===== config.mk =====
export PLATFORM = sky130hd
export DESIGN_NAME = rtc_index_port
export DESIGN_NICKNAME = d
export VERILOG_FILES = /design/src/rtl/rtc_pkg.sv /design/src/rtl/rtc_update_seq.sv /design/src/rtl/rtc_calendar.sv /design/src/rtl/rtc_index_port.sv
export SDC_FILE = /design/constraint.sdc
export NUM_CORES = 1
export LEC_CHECK = 0
export BUFFER_PORTS_ARGS = -buffer_cell sky130_fd_sc_hd__clkbuf_2
export CAP_MARGIN = 5
export CORE_MARGIN = 10
export CORE_UTILIZATION = 30
export DETAILED_ROUTE_END_ITERATION = 10
export RECOVER_POWER = 50
export SKIP_CTS_REPAIR_TIMING = 1
export SLEW_MARGIN = 20
export SYNTH_ARGS = -nofsm -noshare
export SYNTH_HDL_FRONTEND = slang
export SYNTH_SLANG_ARGS = --single-unit
export TNS_END_PERCENT = 20

===== constraint.sdc =====
create_clock -name clk -period 9 [get_ports clk]
set_input_delay 1.8 -clock clk [delete_from_list [all_inputs] [get_ports clk]]
set_output_delay 1.8 -clock clk [all_outputs]
set_load 0.05 [all_outputs]

===== src/rtl/rtc_pkg.sv =====
// Shared register numbers, field slots and code conversions for the
// port-indexed calendar clock. Assumes fields never exceed 7 bits.
package rtc_pkg;
    localparam int NF = 6;                     // number of time fields
    typedef logic [6:0] tval_t;                // one binary time field

    localparam logic [2:0] FI_SEC  = 3'd0;
    localparam logic [2:0] FI_MIN  = 3'd1;
    localparam logic [2:0] FI_HOUR = 3'd2;
    localparam logic [2:0] FI_DAY  = 3'd3;
    localparam logic [2:0] FI_MON  = 3'd4;
    localparam logic [2:0] FI_YEAR = 3'd5;

    localparam logic [7:0] RIX_SEC  = 8'h00;
    localparam logic [7:0] RIX_MIN  = 8'h02;
    localparam logic [7:0] RIX_HOUR = 8'h04;
    localparam logic [7:0] RIX_DAY  = 8'h07;
    localparam logic [7:0] RIX_MON  = 8'h08;
    localparam logic [7:0] RIX_YEAR = 8'h09;
    localparam logic [7:0] RIX_STA  = 8'h0A;
    localparam logic [7:0] RIX_STB  = 8'h0B;
    localparam logic [7:0] RIX_GEN  = 8'h0F;

    localparam int STB_BIN = 2;                // status B: 1 = binary fields

    // binary 0..99 to packed BCD
    function automatic logic [7:0] to_bcd(input tval_t v);
        tval_t t;
        tval_t o;
        t = v / 7'd10;
        o = v - t * 7'd10;
        return {t[3:0], o[3:0]};
    endfunction

    // packed BCD to binary
    function automatic tval_t from_bcd(input logic [7:0] b);
        logic [7:0] s;
        s = {4'd0, b[7:4]} * 8'd10 + {4'd0, b[3:0]};
        return s[6:0];
    endfunction

    // last day of a month; two-digit year divisible by 4 is leap
    function automatic tval_t month_days(input tval_t mon, input tval_t yr);
        case (mon)
            7'd2:                     return (yr[1:0] == 2'b00) ? 7'd29 : 7'd28;
            7'd4, 7'd6, 7'd9, 7'd11:  return 7'd30;
            default:                  return 7'd31;
        endcase
    endfunction

    // true for a register number that is mapped
    function automatic logic idx_used(input logic [7:0] ix);
        return ix inside {RIX_SEC, RIX_MIN, RIX_HOUR, RIX_DAY, RIX_MON,
                          RIX_YEAR, RIX_STA, RIX_STB, RIX_GEN};
    endfunction
endpackage


===== src/rtl/rtc_update_seq.sv =====
// Update-window sequencer. A tick seen while idle raises the flag for
// UIP_LEAD cycles; the advance pulse fires on the last of them, and the
// flag clears on that same edge. Ticks during the window are dropped.
// Assumes UIP_LEAD >= 1.
module rtc_update_seq #(
    parameter int UIP_LEAD = 4
) (
    input  logic clk,
    input  logic rst_n,
    input  logic tick,
    output logic uip,
    output logic advance
);
    localparam int CW = $clog2(UIP_LEAD + 1);

    logic          uip_q;
    logic [CW-1:0] cnt_q;

    // open the window on an idle tick, count it down, then close it
    always_ff @(posedge clk) begin
        if (!rst_n) begin
            uip_q <= 1'b0;
            cnt_q <= '0;
        end else if (!uip_q) begin
            if (tick) begin
                uip_q <= 1'b1;
                cnt_q <= CW'(UIP_LEAD - 1);
            end
        end else if (cnt_q == '0) begin
            uip_q <= 1'b0;
        end else begin
            cnt_q <= cnt_q - 1'b1;
        end
    end

    assign uip     = uip_q;
    assign advance = uip_q && (cnt_q == '0);
endmodule


===== src/rtl/rtc_calendar.sv =====
// Calendar counter. It holds six binary fields and steps them by one
// second on advance, with calendar carries. A load writes one field
// and takes priority over the step. Assumes loaded values are in range.
module rtc_calendar
    import rtc_pkg::*;
(
    input  logic                 clk,
    input  logic                 rst_n,
    input  logic                 advance,
    input  logic                 ld_en,
    input  logic [2:0]           ld_field,
    input  tval_t                ld_val,
    output logic [NF-1:0][6:0]   fields
);
    logic [NF-1:0][6:0] f_q;
    logic [NF-1:0][6:0] f_d;

    // next state: one-second step with carry chain, then host load
    always_comb begin
        f_d = f_q;
        if (advance) begin
            if (f_q[FI_SEC] >= 7'd59) begin
                f_d[FI_SEC] = '0;
                if (f_q[FI_MIN] >= 7'd59) begin
                    f_d[FI_MIN] = '0;
                    if (f_q[FI_HOUR] >= 7'd23) begin
                        f_d[FI_HOUR] = '0;
                        if (f_q[FI_DAY] >= month_days(f_q[FI_MON], f_q[FI_YEAR])) begin
                            f_d[FI_DAY] = 7'd1;
                            if (f_q[FI_MON] >= 7'd12) begin
                                f_d[FI_MON]  = 7'd1;
                                f_d[FI_YEAR] = (f_q[FI_YEAR] >= 7'd99) ? 7'd0
                                                                       : f_q[FI_YEAR] + 7'd1;
                            end else begin
                                f_d[FI_MON] = f_q[FI_MON] + 7'd1;
                            end
                        end else begin
                            f_d[FI_DAY] = f_q[FI_DAY] + 7'd1;
                        end
                    end else begin
                        f_d[FI_HOUR] = f_q[FI_HOUR] + 7'd1;
                    end
                end else begin
                    f_d[FI_MIN] = f_q[FI_MIN] + 7'd1;
                end
            end else begin
                f_d[FI_SEC] = f_q[FI_SEC] + 7'd1;
            end
        end
        if (ld_en) begin
            f_d[ld_field] = ld_val;
        end
    end

    // field registers; day and month start at 1
    always_ff @(posedge clk) begin
        if (!rst_n) begin
            for (int i = 0; i < NF; i++) begin
                f_q[i] <= (i == int'(FI_DAY) || i == int'(FI_MON)) ? 7'd1 : 7'd0;
            end
        end else begin
            f_q <= f_d;
        end
    end

    assign fields = f_q;
endmodule


===== src/rtl/rtc_index_port.sv =====
// Top of the port-indexed calendar clock. It decodes the select and data
// ports and holds the status registers and the general byte. It converts
// the time fields between binary storage and BCD at the port, and it
// registers read data. Assumes one access per cycle.
module rtc_index_port
    import rtc_pkg::*;
#(
    parameter logic [7:0] IDX_PORT = 8'h70,
    parameter int         UIP_LEAD = 4
) (
    input  logic       clk,
    input  logic       rst_n,
    input  logic       tick_1hz,
    input  logic [7:0] io_addr,
    input  logic       io_wr,
    input  logic [7:0] io_wdata,
    input  logic       io_rd,
    output logic [7:0] io_rdata
);
    localparam logic [7:0] DAT_PORT = IDX_PORT + 8'd1;

    logic [7:0]         idx_q;
    logic [6:0]         sta_q;
    logic [7:0]         stb_q;
    logic [7:0]         gen_q;
    logic [7:0]         rdata_q;
    logic               uip;
    logic               advance;
    logic [NF-1:0][6:0] fields;
    logic               hit_idx;
    logic               hit_dat;
    logic               is_time;
    logic [2:0]         fsel;
    logic               cal_wr;
    tval_t              cal_val;
    tval_t              cur;
    logic [7:0]         rd_val;

    assign hit_idx = (io_addr == IDX_PORT);
    assign hit_dat = (io_addr == DAT_PORT);

    rtc_update_seq #(.UIP_LEAD(UIP_LEAD)) seq_i (
        .clk     (clk),
        .rst_n   (rst_n),
        .tick    (tick_1hz),
        .uip     (uip),
        .advance (advance)
    );

    rtc_calendar cal_i (
        .clk      (clk),
        .rst_n    (rst_n),
        .advance  (advance),
        .ld_en    (cal_wr),
        .ld_field (fsel),
        .ld_val   (cal_val),
        .fields   (fields)
    );

    // map the selected register number to a time-field slot
    always_comb begin
        is_time = 1'b1;
        fsel    = FI_SEC;
        case (idx_q)
            RIX_SEC:  fsel = FI_SEC;
            RIX_MIN:  fsel = FI_MIN;
            RIX_HOUR: fsel = FI_HOUR;
            RIX_DAY:  fsel = FI_DAY;
            RIX_MON:  fsel = FI_MON;
            RIX_YEAR: fsel = FI_YEAR;
            default:  is_time = 1'b0;
        endcase
    end

    assign cal_wr  = io_wr && hit_dat && is_time;
    assign cal_val = stb_q[STB_BIN] ? io_wdata[6:0] : from_bcd(io_wdata);
    assign cur     = fields[fsel];

    // read value of the selected register, encoded per status B
    always_comb begin
        rd_val = 8'h00;
        if (is_time) begin
            rd_val = stb_q[STB_BIN] ? {1'b0, cur} : to_bcd(cur);
        end else begin
            case (idx_q)
                RIX_STA: rd_val = {uip, sta_q};
                RIX_STB: rd_val = stb_q;
                RIX_GEN: rd_val = gen_q;
                default: rd_val = 8'h00;
            endcase
        end
    end

    // select register and the host-writable registers
    always_ff @(posedge clk) begin
        if (!rst_n) begin
            idx_q <= 8'h00;
            sta_q <= 7'h00;
            stb_q <= 8'h00;
            gen_q <= 8'h00;
        end else if (io_wr) begin
            if (hit_idx) idx_q <= io_wdata;
            if (hit_dat && idx_q == RIX_STA) sta_q <= io_wdata[6:0];
            if (hit_dat && idx_q == RIX_STB) stb_q <= io_wdata;
            if (hit_dat && idx_q == RIX_GEN) gen_q <= io_wdata;
        end
    end

    // registered read data, held between reads
    always_ff @(posedge clk) begin
        if (!rst_n) begin
            rdata_q <= 8'h00;
        end else if (io_rd) begin
            rdata_q <= hit_idx ? idx_q : (hit_dat ? rd_val : 8'h00);
        end
    end

    assign io_rdata = rdata_q;
endmodule


* Yosys cells after proc, flatten, opt, wreduce, memory -nomap -nowiden *
Index checks and enable logic that the tools add are counted.
Widths: inputs -> output; s select.

cells by class
  $add $sub $neg = 9
  multiply operators = 2
  div/mod/pow operators = 1
  order comparisons = 8
  equal/unequal tests = 16
  shifts and indexed selects = 0
  muxes and demuxes = 38
  bitwise operators = 0
  reductions and logical operators = 18

operators by type and width
  cell                 count
  $mux 7               14
  $mux 42              2
  $add 7x1->7 const B  6
  $bwmux 42            1
  $eq 8x4->1 const B   5
  $mux 35              1
  $mux 8               4
  $mux 28              1
  $pmux 8 s3           1
  $bmux 7 s3           1
  $demux 7 s3          1
  $mux 21              1
  $eq 8x3->1 const B   2
  $eq 8x7->1 const B   2
  $pmux 3 s5           1
  $eq 7x3->1 const B   2
  $eq 7x4->1 const B   2
  $ge 7x6->1 const B   2
  $mux 14              1
  $pmux 7 s2           1
  $reduce_and 2->1     5
  $mux 3               3
  $eq 8x2->1 const B   1
  $logic_not 8->1      1
  21 further kinds     31

storage, ports and cells
  register bits = 85
  latch bits = 0
  bits in writable memories = 0
  memory bits (read-only) = 0
  output and inout bits = 8
  memories = 0

* Longest topological paths before layout *
  word-level depth = 15
  gate-level depth with buffers = 22
  depth with buffers taken out = 19

* Cells and area by module *
Synthesis repeated with hierarchy kept, for this count alone.

second synthesis, totals
  cells, all modules = 755
  area, all modules = 6143.4 um^2

by module, submodules not included
  module          times used  cells an instance  area each (um^2)  sequential area each (um^2)
  rtc_index_port  1           387                3281.9            780.7
  rtc_calendar    1           347                2661.3            840.8
  rtc_update_seq  1           21                 200.2             80.1

* Worst setup path after synthesis *
No wires, ideal clock.

  kind = reg-to-reg
  start = reg idx_q[0]
  end = reg rdata_q[3], in the netlist io_rdata[3]
  arrival time = 4.081 ns
  required time = 8.885 ns
  slack = 4.805 ns
  cell stages (with the launch flop) = 23
  buffers on the path = 3
  cell sequence = dfxtp_1 -> buf_2 -> buf_2 -> mux2_1 -> o22ai_1 -> o21ai_1 -> o21ai_1 -> buf_2 -> nand2_1 -> a2bb2oi_1 -> o21ai_1 -> ha_1 -> a21boi_2 -> nor3_1 -> o31ai_2 -> o211ai_2 -> ha_1 -> inv_1 -> fa_1 -> xor2_1 -> xnor2_1 -> mux2i_1 -> o21a_1

on the way
  cells in the longest elaborated chain, start to end = 11
  elaborated cells between the ends (all ways) = 22

ends and longest elaborated chain
  element                             RTL line               text
  start: declaration                  rtc_index_port.sv:22   logic [7:0] idx_q;
  start signal: assignment            rtc_index_port.sv:102  if (hit_idx) idx_q <= io_wdata;
  $eq 8x4->1 (tied with other cells)  rtc_index_port.sv:64   case (idx_q)
  $pmux 3 s5                          rtc_index_port.sv:64
  $bmux 7 s3                          rtc_index_port.sv:77   assign cur = fields[fsel];
  $mux 7 (implied by the code)        rtc_index_port.sv:77
  $div 7x4->7                         rtc_pkg.sv:30          t = v / 7'd10;
  $mul 7x3->3                         rtc_pkg.sv:31          o = v - t * 7'd10;
  $sub 4x4->4                         rtc_pkg.sv:31
  $mux 8                              rtc_index_port.sv:83   rd_val = stb_q[STB_BIN] ? {1'b0, cur} : to_bcd(cur);
  $mux 8 *                            rtc_index_port.sv:82   if (is_time) begin
  $mux 8 * (2 in series)              rtc_index_port.sv:114  rdata_q <= hit_idx ? idx_q : (hit_dat ? rd_val : 8'h00);
  end signal: assignment              rtc_index_port.sv:114
  end: declaration                    rtc_index_port.sv:26   logic [7:0] rdata_q;

Every way passes the cells marked *; elsewhere a longest branch is shown, timed or not. The select of a mux whose other input is x is not followed.
A chain may end at the register's enable or synchronous reset.

* Final worst setup path *
  start = reg idx_q[0]
  end = reg rdata_q[2], in the netlist io_rdata[2]

Same word-level chain as after synthesis.

==> results.md <==
* Internal at 599 uW
* Switching share of power at 28.6%
* WL per Instance at 17.3 um
* #FFs+latches synth at between 80 and 90
* Worst hold path class: reg2reg
* 1st-iter DRT viols at 377
* Initial Utilization at 30.6%
* Syn Nets at 742
* Metal2 WL at 7490 um
* Post-synthesis sequential area ratio at 30.7%
* CP required at a little over 9000 ps
* Clock root cell: clkbuf_16
* Area share of the leading cell type in the synthesized netlist at 30.7%
* Kind of critical path: reg2reg
* CTS Buf Count at 9
* Final GP Congestion at 0.866
* Post-Syn Instances at 696
* Total gr overflow at 0
* Vias at 5221
* Top sig layer: met4
* WL met1 at between 7000 and 8000 um
* MaxCap Viol Count at 1
* Largest net degree at the start of global routing at 50
* Die height at 156 um
* Synth area leaders: dfxtp_1, nor2_1, mux2i_1
* Clock Latency Late Sink at 360 ps
* Final setup vio count at 0
* Layout Nets at 740
* Clk sinks at between 80 and 90
* Final setup TNS at 0 ps
* Bufs on Longest Clock Path at 2
* Status: complete, but fails checks
* Comb pwr share at under 10%
* ANT nets after route at 0
* Routed length on met3 at 722 um
* I/O pins at 29
* Crit Reg-Reg Endpoint: io_rdata[2]
* R2R depth at 19
* Layout cells sized above 1 at 8.44%
* Leakage power at roughly 0.0022 uW
* WHS Path Cells at 1
* CTS tree: built
* Filler Cell Count at roughly 1900
* Final Slew Violations at 50
* Antenna violations before repair at 0
* Most common cell after layout, fill and taps aside: nor2_1
* Syn_area_per_cell at 7.95 um2
* EDFF count, synth at 0
* CP max FO at 32
* Drt drc at 0
* FF-to-FF Start: idx_q[0]
* Core area at between 15000 and 20000 um2
* Worst EP arrival at roughly 5600 ps
* Final Hold Viols at 0
* H-tree depth at 3
* Min Tclk post-route at 5460 ps
* Sw Pwr at around 240 uW
* Netlist cell types at 82
* Buffers on Ports at 28
* Crit end category: flop
* Layout area overhead at 9.58%
* Crit share post-route at 60.7%
* Slowest cell on crit path: dfxtp_1
* First-pass GRT wire length at 26800 um
* Failing checks: max-capacitance violations, max-slew violations
* Most frequent cells in the layout: nor2_1, dfxtp_1, nand2_1
* Detailed Route WL at 16000 um
* Largest area contributor in the netlist: dfxtp_1
* Vias per inst at 5.63
* Setup Skew at about 9.5 ps
* Dpl hpwl at 11400 um
* Synth Warn # at 0
* Hold path start: seq_i.cnt_q[0]
* Crit-path cells: nor2_1, a2111oi_4, nor2_4, o21ai_1, nor2_1, a2bb2oi_1, o21ai_1, ha_1, a21boi_2, and4b_1, o31ai_2, o211ai_2, ha_1, inv_1, fa_1, mux2i_1, o21ai_0, a22oi_1, a211oi_1
* Final non-filler cell total at about 930
* Worst Tran Pin Value at 2270 ps
* Total inserted antenna cells at 0
* GRT Resource Usage Total at between 10% and 20%
* Largest stage delay, worst path at 1000 ps
* CP startpoint: idx_q[0]
* DIE AREA at roughly 24000 um2
* Pwr Density at 138 nW/um2
* Die span in x at 156 um
* Final total power at 839 uW
* Drt first pass iters at 5
* Flop-to-flop setup slack at 3540 ps
* Max frequency at 0.183 GHz
* Worst Hold End: seq_i.cnt_q[0]
* Max-slew headroom at -51.1%
* Top_reg_cell synth: dfxtp_1
* CP Launch Type: flop
* RSZ-0062 raised after global routing: no
* Number of global-route vias before repair at 4995
* Placed insts at about 910
* Syn Std Cell Area at 5540 um2
* VDD IR max at 0.000132 V
* Rows at between 40 and 50
* Clock power share at 45.3%
* Seq pwr share at a little under half
* Async S/R FF share, synth at 0%
* Reg clk slew, reported paths at 70 ps
[worst max-delay path by stage]
stage	endpoint	slack [ps]	depth (start not counted)
2_1_floorplan	io_rdata[3]	4800	22
3_3_place_gp	io_rdata[3]	3800	19
3_5_place_dp	io_rdata[2]	3620	19
4_1_cts	io_rdata[2]	3600	19
5_1_grt	io_rdata[2]	2980	19
6_report	io_rdata[2]	3540	19
[through the flow]
stage | area, um2 | worst slack (ps) | util, % | hold slack, ps
global placement | 5790 | 3800 | 32.0 | 454
global route | 6070 | 2980 | 33.5 | 492
CTS | 6090 | 3600 | 33.7 | 475
detailed placement | 5790 | 3620 | 32.0 | 462
floorplan | 5540 | 4800 | - | 437
finish | 6070 | 3540 | 33.5 | 474
[logic make-up after synthesis]
logic type	count (synthesis)	share of synthesized area, %
compound gates	203	25.7
xor+xnor	9	1.42
fa+ha+maj	26	6.26
buf+inv	65	4.95
flops	85	30.7
mux	34	6.28
simple gates	274	24.6
[critical path: cells and delay by family (launching register included)]
kind / cells / cell delay [ps]
muxes: 1 / 130
AOI/OAI and AO/OA: 10 / 2430
buffers and inverters: 1 / 60
adders and majority gates: 3 / 900
and+or+nand+nor: 4 / 710
DFF: 1 / 1000
[routing by layer]
| layer | vias to the layer above | track usage [%] |
|---|---|---|
| li1 | 2564 | - |
| met1 | 2501 | 18.0 |
| met2 | 128 | 21.4 |
| met3 | 28 | 2.92 |
| met4 | 0 | 3.82 |
| met5 | - | 0 |
[power groups by stage]
stage	Sequential (uW)	Combinational, uW	Clock [uW]
after CTS	384	75.9	391
after detailed placement	393	75.6	0
after floorplan	394	44.4	0
after global placement	393	74.7	0
final	384	75.0	380
after global routing	384	83.3	406
[cell usage after synthesis (3+ instances only)]
cell type  instances
nand2b_1           6
clkbuf_1          30
a31oi_1           15
fa_1               3
dfxtp_1           85
mux2i_1           28
a21oi_1           40
and3_1            12
ha_1              22
o311a_1            3
a21o_1             5
nand3_1           31
nand3b_1           6
a222oi_1           6
xor2_1             4
o21a_1             5
a211o_1            3
inv_1             20
o21ai_0           26
nor2_1            93
o211ai_1           5
a211oi_1          34
a22oi_1            6
o22ai_1            7
or3_1              8
o22a_1             3
o311ai_0           3
buf_2              9
and2_1             4
o21ai_1           11
nor3_1            20
xnor2_1            5
nand2_1           54
a41oi_1            4
nor3b_1            4
mux2_1             3
nor2b_1           14
mux2_2             3
[area by class of cell]
type	instances	area, um2	share of cell area, %
Multi-Input combinational cell	546	3550	58.6
Sequential cell	85	1700	28.1
Tap cell	229	287	4.72
Clock buffer	9	225	3.71
Timing Repair Buffer	31	146	2.41
Inverter	21	78.8	1.30
Clock inverter	7	73.8	1.22
[sequential cells by signal, indices dropped and copies added, names as in the netlist]
name and flops:
idx_q 8, gen_q 8, seq_i.uip 1, stb_q 8
seq_i.cnt_q 3, cal_i.fields 42, io_rdata 8, sta_q 7
No activity file was read; power rests on OpenSTA's default activity.
